## src/rtl/hzd_pkg.sv

```systemverilog
package hzd_pkg;
  localparam int NUM_PROD = 4;
  localparam int NUM_SRC  = 2;

  // producer slots, youngest first
  typedef enum int {
    PROD_EX   = 0,
    PROD_MEM  = 1,
    PROD_WB   = 2,
    PROD_HOLD = 3
  } prod_e;

  // keep only the lowest set bit: the youngest matching producer
  function automatic logic [NUM_PROD-1:0] pick_youngest(input logic [NUM_PROD-1:0] hits);
    return hits & (~hits + 1'b1);
  endfunction
endpackage

```

## src/rtl/hzd_wb_hold.sv

```systemverilog
module hzd_wb_hold #(
  parameter int DATA_W = 32,
  parameter int IDX_W  = 5
) (
  input  logic              clk,
  input  logic              rst_n,
  input  logic              wb_fire,
  input  logic [IDX_W-1:0]  wb_rd,
  input  logic [DATA_W-1:0] wb_data,
  output logic              hold_valid,
  output logic [IDX_W-1:0]  hold_rd,
  output logic [DATA_W-1:0] hold_data
);
  always_ff @(posedge clk or negedge rst_n) begin
    if (!rst_n) begin
      hold_valid <= 1'b0;
      hold_rd    <= '0;
      hold_data  <= '0;
    end else begin
      hold_valid <= wb_fire;
      if (wb_fire) begin
        hold_rd   <= wb_rd;
        hold_data <= wb_data;
      end
    end
  end


  hold_capture_chk: assert property (@(posedge clk) disable iff (!rst_n)
    wb_fire |=> (hold_valid && hold_rd == $past(wb_rd) && hold_data == $past(wb_data)));


  hold_drop_chk: assert property (@(posedge clk) disable iff (!rst_n)
    !wb_fire |=> !hold_valid);
endmodule

```

## src/rtl/hzd_src_resolve.sv

```systemverilog
module hzd_src_resolve
  import hzd_pkg::*;
#(
  parameter int DATA_W = 32,
  parameter int IDX_W  = 5,
  parameter logic [NUM_PROD-1:0] BYP_MASK = '1
) (
  input  logic                             clk,
  input  logic                             rst_n,
  input  logic [IDX_W-1:0]                 src_idx,
  input  logic                             src_use,
  input  logic [DATA_W-1:0]                rf_data,
  input  logic [NUM_PROD-1:0]              prod_wr,
  input  logic [NUM_PROD-1:0][IDX_W-1:0]   prod_rd,
  input  logic [NUM_PROD-1:0][DATA_W-1:0]  prod_data,
  input  logic [NUM_PROD-1:0]              prod_ready,
  output logic [DATA_W-1:0]                opnd,
  output logic                             stall
);
  // named internal events
  logic [NUM_PROD-1:0] hit_vec;
  logic [NUM_PROD-1:0] sel_vec;
  logic                fwd_ok;
  logic                blocked;
  logic [DATA_W-1:0]   fwd_data;
  logic                src_zero;

  assign src_zero = (src_idx == '0);

  always_comb begin
    for (int k = 0; k < NUM_PROD; k++) begin
      hit_vec[k] = prod_wr[k] && (prod_rd[k] == src_idx) && !src_zero;
    end
  end

  assign sel_vec = pick_youngest(hit_vec);
  assign fwd_ok  = |(sel_vec & BYP_MASK & prod_ready);
  assign blocked = |sel_vec && !fwd_ok;

  always_comb begin
    fwd_data = '0;
    for (int k = 0; k < NUM_PROD; k++) begin
      fwd_data = fwd_data | ({DATA_W{sel_vec[k]}} & prod_data[k]);
    end
  end

  always_comb begin
    if (src_zero)    opnd = '0;
    else if (fwd_ok) opnd = fwd_data;
    else             opnd = rf_data;
  end

  assign stall = src_use && blocked;


  x0_clean_chk: assert property (@(posedge clk) disable iff (!rst_n)
    (src_idx == '0) |-> (opnd == '0 && !stall));


  unused_nostall_chk: assert property (@(posedge clk) disable iff (!rst_n)
    !src_use |-> !stall);


  notready_stall_chk: assert property (@(posedge clk) disable iff (!rst_n)
    (src_use && src_idx != '0 && prod_wr[PROD_EX] && prod_rd[PROD_EX] == src_idx
     && !prod_ready[PROD_EX]) |-> stall);


  youngest_onehot_chk: assert property (@(posedge clk) disable iff (!rst_n)
    $onehot0(sel_vec));
endmodule

```

## src/rtl/hzd_bypass_unit.sv

```systemverilog
module hzd_bypass_unit
  import hzd_pkg::*;
#(
  parameter int DATA_W = 32,
  parameter int IDX_W  = 5,
  parameter bit BYP_EX   = 1'b1,
  parameter bit BYP_MEM  = 1'b1,
  parameter bit BYP_WB   = 1'b1,
  parameter bit BYP_HOLD = 1'b1
) (
  input  logic              clk,
  input  logic              rst_n,
  input  logic [IDX_W-1:0]  dec_rs1_idx,
  input  logic [IDX_W-1:0]  dec_rs2_idx,
  input  logic              dec_rs1_use,
  input  logic              dec_rs2_use,
  input  logic [DATA_W-1:0] rf_rs1_data,
  input  logic [DATA_W-1:0] rf_rs2_data,
  input  logic              ex_valid,
  input  logic              ex_wr_en,
  input  logic [IDX_W-1:0]  ex_rd,
  input  logic [DATA_W-1:0] ex_result,
  input  logic              ex_ready,
  input  logic              mem_valid,
  input  logic              mem_wr_en,
  input  logic [IDX_W-1:0]  mem_rd,
  input  logic [DATA_W-1:0] mem_result,
  input  logic              mem_ready,
  input  logic              wb_valid,
  input  logic              wb_wr_en,
  input  logic [IDX_W-1:0]  wb_rd,
  input  logic [DATA_W-1:0] wb_result,
  input  logic              wb_ready,
  output logic [DATA_W-1:0] op1_data,
  output logic [DATA_W-1:0] op2_data,
  output logic              dec_stall
);
  localparam logic [NUM_PROD-1:0] BYP_MASK = {BYP_HOLD, BYP_WB, BYP_MEM, BYP_EX};

  logic                             wb_fire;
  logic                             hold_valid;
  logic [IDX_W-1:0]                 hold_rd;
  logic [DATA_W-1:0]                hold_data;

  logic [NUM_PROD-1:0]              prod_wr;
  logic [NUM_PROD-1:0][IDX_W-1:0]   prod_rd;
  logic [NUM_PROD-1:0][DATA_W-1:0]  prod_data;
  logic [NUM_PROD-1:0]              prod_ready;

  logic [NUM_SRC-1:0][IDX_W-1:0]    src_idx;
  logic [NUM_SRC-1:0]               src_use;
  logic [NUM_SRC-1:0][DATA_W-1:0]   src_rf;
  logic [NUM_SRC-1:0][DATA_W-1:0]   src_opnd;
  logic [NUM_SRC-1:0]               src_stall;

  assign wb_fire = wb_valid && wb_wr_en;

  hzd_wb_hold #(.DATA_W(DATA_W), .IDX_W(IDX_W)) u_hold (
    .clk        (clk),
    .rst_n      (rst_n),
    .wb_fire    (wb_fire),
    .wb_rd      (wb_rd),
    .wb_data    (wb_result),
    .hold_valid (hold_valid),
    .hold_rd    (hold_rd),
    .hold_data  (hold_data)
  );

  always_comb begin
    prod_wr[PROD_EX]      = ex_valid && ex_wr_en;
    prod_rd[PROD_EX]      = ex_rd;
    prod_data[PROD_EX]    = ex_result;
    prod_ready[PROD_EX]   = ex_ready;
    prod_wr[PROD_MEM]     = mem_valid && mem_wr_en;
    prod_rd[PROD_MEM]     = mem_rd;
    prod_data[PROD_MEM]   = mem_result;
    prod_ready[PROD_MEM]  = mem_ready;
    prod_wr[PROD_WB]      = wb_fire;
    prod_rd[PROD_WB]      = wb_rd;
    prod_data[PROD_WB]    = wb_result;
    prod_ready[PROD_WB]   = wb_ready;
    prod_wr[PROD_HOLD]    = hold_valid;
    prod_rd[PROD_HOLD]    = hold_rd;
    prod_data[PROD_HOLD]  = hold_data;
    prod_ready[PROD_HOLD] = 1'b1;
  end

  assign src_idx = {dec_rs2_idx, dec_rs1_idx};
  assign src_use = {dec_rs2_use, dec_rs1_use};
  assign src_rf  = {rf_rs2_data, rf_rs1_data};

  for (genvar s = 0; s < NUM_SRC; s++) begin : g_src
    hzd_src_resolve #(
      .DATA_W   (DATA_W),
      .IDX_W    (IDX_W),
      .BYP_MASK (BYP_MASK)
    ) u_res (
      .clk        (clk),
      .rst_n      (rst_n),
      .src_idx    (src_idx[s]),
      .src_use    (src_use[s]),
      .rf_data    (src_rf[s]),
      .prod_wr    (prod_wr),
      .prod_rd    (prod_rd),
      .prod_data  (prod_data),
      .prod_ready (prod_ready),
      .opnd       (src_opnd[s]),
      .stall      (src_stall[s])
    );
  end

  assign op1_data  = src_opnd[0];
  assign op2_data  = src_opnd[1];
  assign dec_stall = |src_stall;


  stall_any_src_chk: assert property (@(posedge clk) disable iff (!rst_n)
    (dec_rs2_use && dec_rs2_idx != '0 && ex_valid && ex_wr_en && ex_rd == dec_rs2_idx
     && !ex_ready) |-> dec_stall);
endmodule

```

## config.mk

```make
export PLATFORM = sky130hd
export DESIGN_NAME = hzd_bypass_unit
export DESIGN_NICKNAME = d
export VERILOG_FILES = /design/src/rtl/hzd_pkg.sv /design/src/rtl/hzd_wb_hold.sv /design/src/rtl/hzd_src_resolve.sv /design/src/rtl/hzd_bypass_unit.sv
export SDC_FILE = /design/constraint.sdc
export NUM_CORES = 1
export LEC_CHECK = 0
export ABC_AREA = 1
export CORE_MARGIN = 2
export CORE_UTILIZATION = 35
export CTS_CLUSTER_DIAMETER = 30
export DETAILED_ROUTE_END_ITERATION = 7
export PLACE_DENSITY_LB_ADDON = 0.05
export REMOVE_ABC_BUFFERS = 1
export SYNTH_ARGS = -nofsm -noshare
export SYNTH_HDL_FRONTEND = slang
export SYNTH_SLANG_ARGS = --single-unit
```

## constraint.sdc

```tcl
create_clock -name clk -period 6.6 [get_ports clk]
set_input_delay 1.32 -clock clk [delete_from_list [all_inputs] [get_ports clk]]
set_output_delay 1.32 -clock clk [all_outputs]
set_load 0.01 [all_outputs]
```

# Word level (Yosys, flattened, before mapping)
# Index checks and enable logic that the tools add are counted.
# totals
ff_bits,38
input_bits,198
output_inout_bits,65
wordCells,71
# op_classes
addsub,2
eq_ne,8
n_mux,4
bitwise_logic,20
reduce_logical,34
# op_table
op,count
32-bit bitwise AND,8
32-bit OR,6
32-bit two-way mux,4
5-bit == test,8
1-bit logical AND,23
4-bit bitwise AND,4
4-bit OR reduction,4
5-bit zero test,2
"4-bit by 1-bit adder with 4-bit output, second input constant",2
4-bit inverter,2
1-bit zero test,4
2-bit OR reduction,1

# Depth between registers and ports, before layout
# Gate-level depths: netlist of the first run.
# logic_depth
ltp_word,12
mapped_depth,14

# Cells and area by module
# A second synthesis of the first run with hierarchy kept.
# unflattened
hier_cells,1287
hier_area_um2,6401.1
# modules_own_cells
module,instances,cells_per_inst,area_each_um2
hzd_src_resolve,2,560,2462.4
hzd_wb_hold,1,157,1438.9
hzd_bypass_unit,1,10,37.5

# Least setup slack after synthesis of the first run
# No wires, ideal clock.
# synth_timing
kind,input to output
from,input port dec_rs2_idx[1]
to,output port op2_data[10]
t_arrival_ns,2.786
required_ns,5.280
setup_slack_ns,2.494
path_stages,12
n_path_buf,2
cell_sequence,buf_2 -> nor2_1 -> nand4_2 -> nand2_1 -> nor2_4 -> nor2_8 -> nand3_2 -> nand2_1 -> nor2_4 -> buf_6 -> nor2_1 -> nor2_1
# synth_via
elab_chain_cells,12
elab_cells_between_ends,28
classes_between,add/sub: 1; eq/ne: 4; mux: 2; bitwise: 10; reduce/logical: 11
# synth_lines
element,line_no,text
start: declaration,hzd_bypass_unit.sv:14,"input logic [IDX_W-1:0] dec_rs2_idx,"
5-bit == test or 5-bit zero test (tied branches),"hzd_src_resolve.sv:32, hzd_src_resolve.sv:28",
1-bit logical AND or 1-bit zero test (tied branches),hzd_src_resolve.sv:32,hit_vec[k] = prod_wr[k] && (prod_rd[k] == src_idx) && !src_zero;
1-bit logical AND,hzd_src_resolve.sv:32,
4-bit inverter,hzd_pkg.sv:15,return hits & (~hits + 1'b1);
4-bit by 1-bit adder with 4-bit output,hzd_pkg.sv:15,
4-bit bitwise AND,hzd_pkg.sv:15,
32-bit bitwise AND,hzd_src_resolve.sv:43,fwd_data = fwd_data | ({DATA_W{sel_vec[k]}} & prod_data[k]);
32-bit OR (3 in a row),hzd_src_resolve.sv:43,
32-bit two-way mux,hzd_src_resolve.sv:49,else if (fwd_ok) opnd = fwd_data;
32-bit two-way mux *,hzd_src_resolve.sv:48,if (src_zero) opnd = '0;
end: declaration,hzd_bypass_unit.sv:35,"output logic [DATA_W-1:0] op2_data,"
# Every way passes the cells marked *; elsewhere a longest branch is shown, timed or not.

# Worst setup path after layout of the first run
# layout_timing
from,input port dec_rs1_idx[3]
to,output port op1_data[20]
# layout_via
elab_chain_cells,12
elab_cells_between_ends,28
classes_between,add/sub: 1; eq/ne: 4; mux: 2; bitwise: 10; reduce/logical: 11
# layout_lines
element,line_no,text
start: declaration,hzd_bypass_unit.sv:13,"input logic [IDX_W-1:0] dec_rs1_idx,"
5-bit == test or 5-bit zero test (tied branches),"hzd_src_resolve.sv:32, hzd_src_resolve.sv:28",
1-bit logical AND or 1-bit zero test (tied branches),hzd_src_resolve.sv:32,
1-bit logical AND,hzd_src_resolve.sv:32,
4-bit inverter,hzd_pkg.sv:15,
4-bit by 1-bit adder with 4-bit output,hzd_pkg.sv:15,
4-bit bitwise AND,hzd_pkg.sv:15,
32-bit bitwise AND,hzd_src_resolve.sv:43,
32-bit OR (3 in a row),hzd_src_resolve.sv:43,
32-bit two-way mux,hzd_src_resolve.sv:49,
32-bit two-way mux *,hzd_src_resolve.sv:48,
end: declaration,hzd_bypass_unit.sv:34,"output logic [DATA_W-1:0] op1_data,"
# Marked as above.

==> results.py, run 1 <==
metrics = {
    "place": {
        "placed_area_um2": 8930,
        "place.gp.congestion": 0.991,
        "hpwl_um": 20100,
        "port_buffers": 262,
    },
    "grt": {
        "antenna_found_initial": 2,
        "grt_usage_pct": 30.5,
        "use_met2_pct": 53.1,
        "use_met3_pct": 4.85,
        "grt_pass1_wl_um": 44300,
        "grt_overflow": 0,
        "grt_pass1_vias": 8259,
        "grtUsageMet1_pct": 38.0,
        "grt_max_degree": 61,
        "grt-busiest-layer": "met2",
    },
    "cts": {
        "clock_latency_ns": 0.29,
        "numCtsBuffers": 5,
        "cts.htree.levels": 2,
        "cts_tree": "built",
        "clock_sinks": 38,
        "root_buffer": "clkbuf_16",
        "clk_pin_slew_ns": 0.06,
        "postCtsSetupBuffers": 0,
        "cts.repair.resized": 0,
        "cts_hold_buf": 0,
        "cts_buffer_depth": 2,
    },
    "run": {
        "drv_cap": 0,
    },
    "synthesis": {
        "synth_cell_type_count": 26,
        "ys_seq_area_share_pct": 15.4,
        "synth_area_per_cell_um2": 5.02,
        "yosysWarnings": 0,
        "synth_cells": 1229,
        "ys_ff_latch": 38,
        "syn-cell-area_um2": 6170,
    },
    "die": {
        "die_y_um": 137,
        "die-area_um2": 18700,
        "start_util_pct": 35.8,
        "die_w_um": 137,
        "rows": 48,
        "boundaryPins": 263,
        "core_um2": 17200,
    },
    "route": {
        "first_pass_iters": 6,
        "wl_um": 29000,
        "viasPerCell": 5.19,
        "drt-wirelength-per-cell_um": 17.4,
        "first_iter_violations": 620,
        "ant_nets": 0,
        "drc": 0,
        "via_count": 8651,
    },
    "finish": {
        "final_nets": 1639,
        "finalInstanceArea_um2": 9100,
        "fillers": 1864,
        "most-common-layout-cells": "nand2_1 (402), nor2_1 (288), clkdlybuf4s50_1 (261)",
        "final_common_cell": "nand2_1",
        "synthToLayoutAreaGrowth_pct": 47.6,
        "drive_above_1_share_pct": 4.72,
    },
    "critical_path": {
        "crit_path_frequent_cell": "nor2_1",
        "critPathCaptureType": "output port",
        "cp-start-kind": "input port",
        "slowest_delay_ns": 0.63,
        "crit_family": "buffers and inverters",
        "cp_num_buf_inv": 5,
        "crit_required_ns": 5.28,
        "slowest_stage": "clkdlybuf4s50_1",
        "worstSetupPathType": "input port to output port",
        "critPathArrivalTime_ns": 4.74,
        "crit_path_cell_trace": "clkdlybuf4s50_1 -> nor2_1 -> nand3_2 -> buf_4 -> nand2_1 -> nor2_1 -> inv_2 -> nand3_2 -> nand2_2 -> nor2_4 -> buf_4 -> nor2_1 -> nor2_1 -> clkdlybuf4s50_1",
        "worst-path-max-fanout": 20,
    },
    "timing": {
        "finalMaxSlewViolations": 0,
        "hold_ws_ns": 0.515,
        "hold_viol_final": 0,
        "slew_headroom_pct": 30.1,
        "min_period_ns": 6.06,
        "period_share_pct": 91.8,
        "max_slew.worst_pin.slew_ns": 1.05,
        "setup_viol": 0,
        "fin_skew_ns": 0,
        "fmax_mhz": 165,
        "tns_ns": 0,
        "rsz0062_at_grt": "false",
    },
    "run_status": {
        "status": "complete, no violations",
    },
    "min_path": {
        "hp-class": "flip-flop to flip-flop",
    },
    "power_and_ir_drop": {
        "power_w": 0.00100,
        "p_leak_nw": 5.07,
        "powerDensity_nw_per_um2": 110,
        "irDropWorstVdd_v": 0.0000949,
    },
}
-- logic make-up after synthesis --
family / count (synthesis) / synth area share, %
flip-flops: 38 / 15.4
buffers and inverters: 215 / 14.6
AND/OR/NAND/NOR: 921 / 64.8
AO/OA/AOI/OAI: 45 / 3.73
XOR/XNOR: 10 / 1.42
-- flip-flops by register name, indices dropped and copies added (netlist names) --
signal	count
u_hold.hold_data	32
u_hold.hold_rd	5
u_hold.hold_valid	1
-- cells in the mapped netlist --
library cell  count  area share [%]
xnor2_1           8             1.1
nand4_2           1            0.20
and2_1            1            0.10
nand3_1          79             6.4
buf_2            36             2.9
nor2_8            1            0.32
o211ai_1          2            0.24
nand4_1         130              13
o21ai_0          41             3.3
clkbuf_1         35             2.1
nor2_1          288              18
nand3b_1          2            0.24
nor2_2            4            0.41
dfrtp_1          38              15
nor2b_1           1            0.10
xor2_1            2            0.28
nand2_1         403              25
buf_4             1            0.12
inv_1           121             7.4
buf_1             5            0.30
nand2_2           2            0.20
buf_6             6             1.1
inv_2            11            0.67
nand3_2           4            0.65
nor2_4            5            0.91
a21oi_1           2            0.16
-- worst register-to-register path, cell delays in order, from the launching register on --
cell and delay (ns):
dfrtp_1 0.44, nand2_1 0.08, o21ai_0 0.08
-- power by group --
part	leakage (nW)	switching (W)	total, W	internal [W]
sequential	0.471	0.0000251	0.000287	0.000262
clock	0.0836	0.000107	0.000284	0.000177
combinational	4.52	0.000201	0.000430	0.000228
-- cell type report --
| class | instances | area, um2 | area share (%) |
|---|---|---|---|
| clock inverters | 3 | 40.0 | 0.440 |
| well taps | 225 | 282 | 3.09 |
| inverters | 132 | 495 | 5.44 |
| repair buffers | 288 | 2850 | 31.3 |
| multi-input cells | 976 | 4360 | 47.9 |
| clock buffers | 5 | 125 | 1.37 |
| flip-flops and latches | 38 | 951 | 10.4 |
| diodes | 1 | 2.50 | 0.0275 |
-- worst paths after layout --
check | start | endpoint | slack (ns) | cells past startpoint
max | dec_rs1_idx[3] | op1_data[20] | 0.54 | 14
max in group asynchronous | rst_n | u_hold.hold_data[5]$_DFFE_PN0N_ | 4.73 | 1
min reg2reg | u_hold.hold_data[13]$_DFFE_PN0N_ | u_hold.hold_data[13]$_DFFE_PN0N_ | 0.51 | 2
max reg2reg | u_hold.hold_rd[3]$_DFFE_PN0N_ | u_hold.hold_rd[3]$_DFFE_PN0N_ | 5.87 | 2
min in group asynchronous | rst_n | u_hold.hold_rd[0]$_DFFE_PN0N_ | 1.21 | 1
min | u_hold.hold_data[13]$_DFFE_PN0N_ | u_hold.hold_data[13]$_DFFE_PN0N_ | 0.51 | 2
-- through the flow --
stage	utilization, %	setup slack, ns	instances
floorplan	-	0.640	1146
global route	52.8	0.360	1668
CTS	52.8	0.567	1667
detailed placement	51.8	0.586	1659
finish	52.8	0.539	1668
global placement	51.8	0.539	1659
-- layer usage --
layer | part of all wire [%] | vias to the layer above
met3 | 7.7 | 55
li1 | - | 4312
met1 | 42 | 3874
met4 | 3.0 | 2
met5 | 0.045 | -
met2 | 48 | 408
No activity file was read; power rests on OpenSTA's default activity.
==> run 2: changes to the inputs <==
--- a/config.mk
+++ b/config.mk
@@ -9,6 +9,7 @@
 export CORE_MARGIN = 2
 export CORE_UTILIZATION = 35
 export CTS_CLUSTER_DIAMETER = 30
+export CTS_CLUSTER_SIZE = 8
 export DETAILED_ROUTE_END_ITERATION = 7
 export PLACE_DENSITY_LB_ADDON = 0.05
 export REMOVE_ABC_BUFFERS = 1
==> results of run 2 <==
Same layout as run 1: the final DEF is identical, and so are final timing and power.
==> run 3: changes to the inputs <==
--- a/config.mk
+++ b/config.mk
@@ -7,7 +7,7 @@
 export LEC_CHECK = 0
 export ABC_AREA = 1
 export CORE_MARGIN = 2
-export CORE_UTILIZATION = 35
+export CORE_UTILIZATION = 48
 export CTS_CLUSTER_DIAMETER = 30
 export CTS_CLUSTER_SIZE = 8
 export DETAILED_ROUTE_END_ITERATION = 7
==> results.py, run 3 (synthesis results as in run 1) <==
metrics = {
    "die": {
        "start_util_pct": 49.1,
        "die_y_um": 117,
        "die_w_um": 117,
        "core_um2": 12600,
        "rows": 41,
        "die-area_um2": 13800,
        "boundaryPins": 263,
    },
    "route": {
        "via_count": 8999,
        "first_iter_violations": 1061,
        "drt-wirelength-per-cell_um": 16.4,
        "viasPerCell": 5.57,
        "drc": 0,
        "first_pass_iters": 6,
        "ant_nets": 0,
        "wl_um": 26600,
    },
    "min_path": {
        "hp-class": "flip-flop to flip-flop",
    },
    "finish": {
        "final_nets": 1641,
        "diodes": 0,
        "regMostFlops": "u_hold.hold_data",
        "finalInstanceArea_um2": 9010,
        "drive_above_1_share_pct": 4.78,
        "final_common_cell": "nand2_1",
        "largest_reg_flops": 32,
        "most-common-layout-cells": "nand2_1 (402), nor2_1 (288), clkdlybuf4s50_1 (261)",
        "reg.largest.list": "u_hold.hold_data: 32 flops, u_hold.hold_rd: 5 flops, u_hold.hold_valid: 1 flops",
        "synthToLayoutAreaGrowth_pct": 46.2,
    },
    "critical_path": {
        "worstSetupPathType": "input port to output port",
        "critPathCaptureType": "output port",
        "crit_required_ns": 5.28,
        "critPathArrivalTime_ns": 4.85,
        "cp-start-kind": "input port",
        "worst-path-max-fanout": 32,
    },
    "place": {
        "port_buffers": 262,
        "hpwl_um": 18400,
        "place.gp.congestion": 0.979,
        "placed_area_um2": 8850,
    },
    "power_and_ir_drop": {
        "p_leak_nw": 5.06,
        "powerDensity_nw_per_um2": 112,
        "irDropWorstVdd_v": 0.0000885,
    },
    "grt": {
        "grt_max_degree": 69,
        "grt_pass1_wl_um": 42000,
        "use_met2_pct": 63.6,
        "grt_pass1_vias": 8436,
        "grtUsageMet1_pct": 45.0,
        "grt_overflow": 0,
        "antenna_found_initial": 0,
        "grt_usage_pct": 37.3,
        "grt-busiest-layer": "met2",
        "use_met3_pct": 7.34,
    },
    "timing": {
        "period_share_pct": 93.4,
        "setup_viol": 0,
        "rsz0062_at_grt": "false",
        "min_period_ns": 6.17,
        "slew_headroom_pct": 19.9,
        "tns_ns": 0,
        "fin_skew_ns": 0,
        "fmax_mhz": 162,
        "finalMaxSlewViolations": 0,
        "max_slew.worst_pin.slew_ns": 1.20,
        "hold_viol_final": 0,
    },
    "cts": {
        "clock_latency_ns": 0.29,
        "cts_hold_buf": 0,
        "postCtsSetupBuffers": 0,
        "root_buffer": "clkbuf_16",
        "cts.repair.resized": 0,
        "clk_pin_slew_ns": 0.07,
        "cts_buffer_depth": 2,
        "numCtsBuffers": 5,
        "cts.htree.levels": 2,
        "clock_sinks": 38,
        "cts_tree": "built",
    },
    "run": {
        "drv_cap": 0,
    },
    "run_status": {
        "status": "complete, no violations",
    },
}
[run 3: changes by cell type in the layout (fill, tap and decap cells not counted), sizes merged]
cell | previous run | this run
buf | 27 | 29
clkinv | 2 | 0
clkbuf | 5 | 6
diode | 1 | 0
[run 3: metrics by stage]
stage          cells  total power, W  hold slack, ns  setup WS (ns)  utilization, %
6_report        1615         0.00101           0.516          0.432            71.7
5_1_grt         1615         0.00106           0.541          0.283            71.7
4_1_cts         1615         0.00100           0.516          0.513            71.7
3_5_place_dp    1608        0.000712           0.500          0.515            70.4
3_3_place_gp    1608        0.000709           0.491          0.557            70.4
2_1_floorplan   1146        0.000457           0.475          0.640               -
[run 3: cell type report]
type	instances	area [um2]
multi-input combinational	976	4360
fill	1163	3550
timing repair buffer	290	2830
sequential	38	951
inverter	132	495
tap	172	215
clock buffer	6	139
clock inverter	1	30.0
[run 3: worst max-delay path: stages]
cell and delay (ns):
clkdlybuf4s50_1 0.54, nor2_1 0.24, nand4_2 0.43, nand2_1 0.29
nor2_4 0.13, nand3_1 0.11, nand2_1 0.05, inv_1 0.86
nand4_1 0.19, nand2_1 0.13, nor2_1 0.04, clkdlybuf4s50_1 0.49
[run 3: final timing paths]
kind,from,endpoint,slack (ns),depth (start not counted)
max,dec_rs2_idx[1],op2_data[19],0.43,12
min,u_hold.hold_data[30]$_DFFE_PN0N_,u_hold.hold_data[30]$_DFFE_PN0N_,0.52,2
max reg2reg,u_hold.hold_rd[2]$_DFFE_PN0N_,u_hold.hold_rd[2]$_DFFE_PN0N_,5.87,2
min reg2reg,u_hold.hold_data[30]$_DFFE_PN0N_,u_hold.hold_data[30]$_DFFE_PN0N_,0.52,2
max in group asynchronous,rst_n,u_hold.hold_data[12]$_DFFE_PN0N_,4.79,1
min in group asynchronous,rst_n,u_hold.hold_rd[3]$_DFFE_PN0N_,1.18,1
[run 3: metal layers]
layer  up-vias  routed length (um)
met3       107                2860
met5         -                   0
met1      3977               10000
met4         0                1280
met2       602               12400
li1       4313                   -
[run 3: power breakdown]
part | internal, W | switching [W]
combinational | 0.000228 | 0.000200
clock | 0.000187 | 0.000107
sequential | 0.000262 | 0.0000252
total | 0.000676 | 0.000332
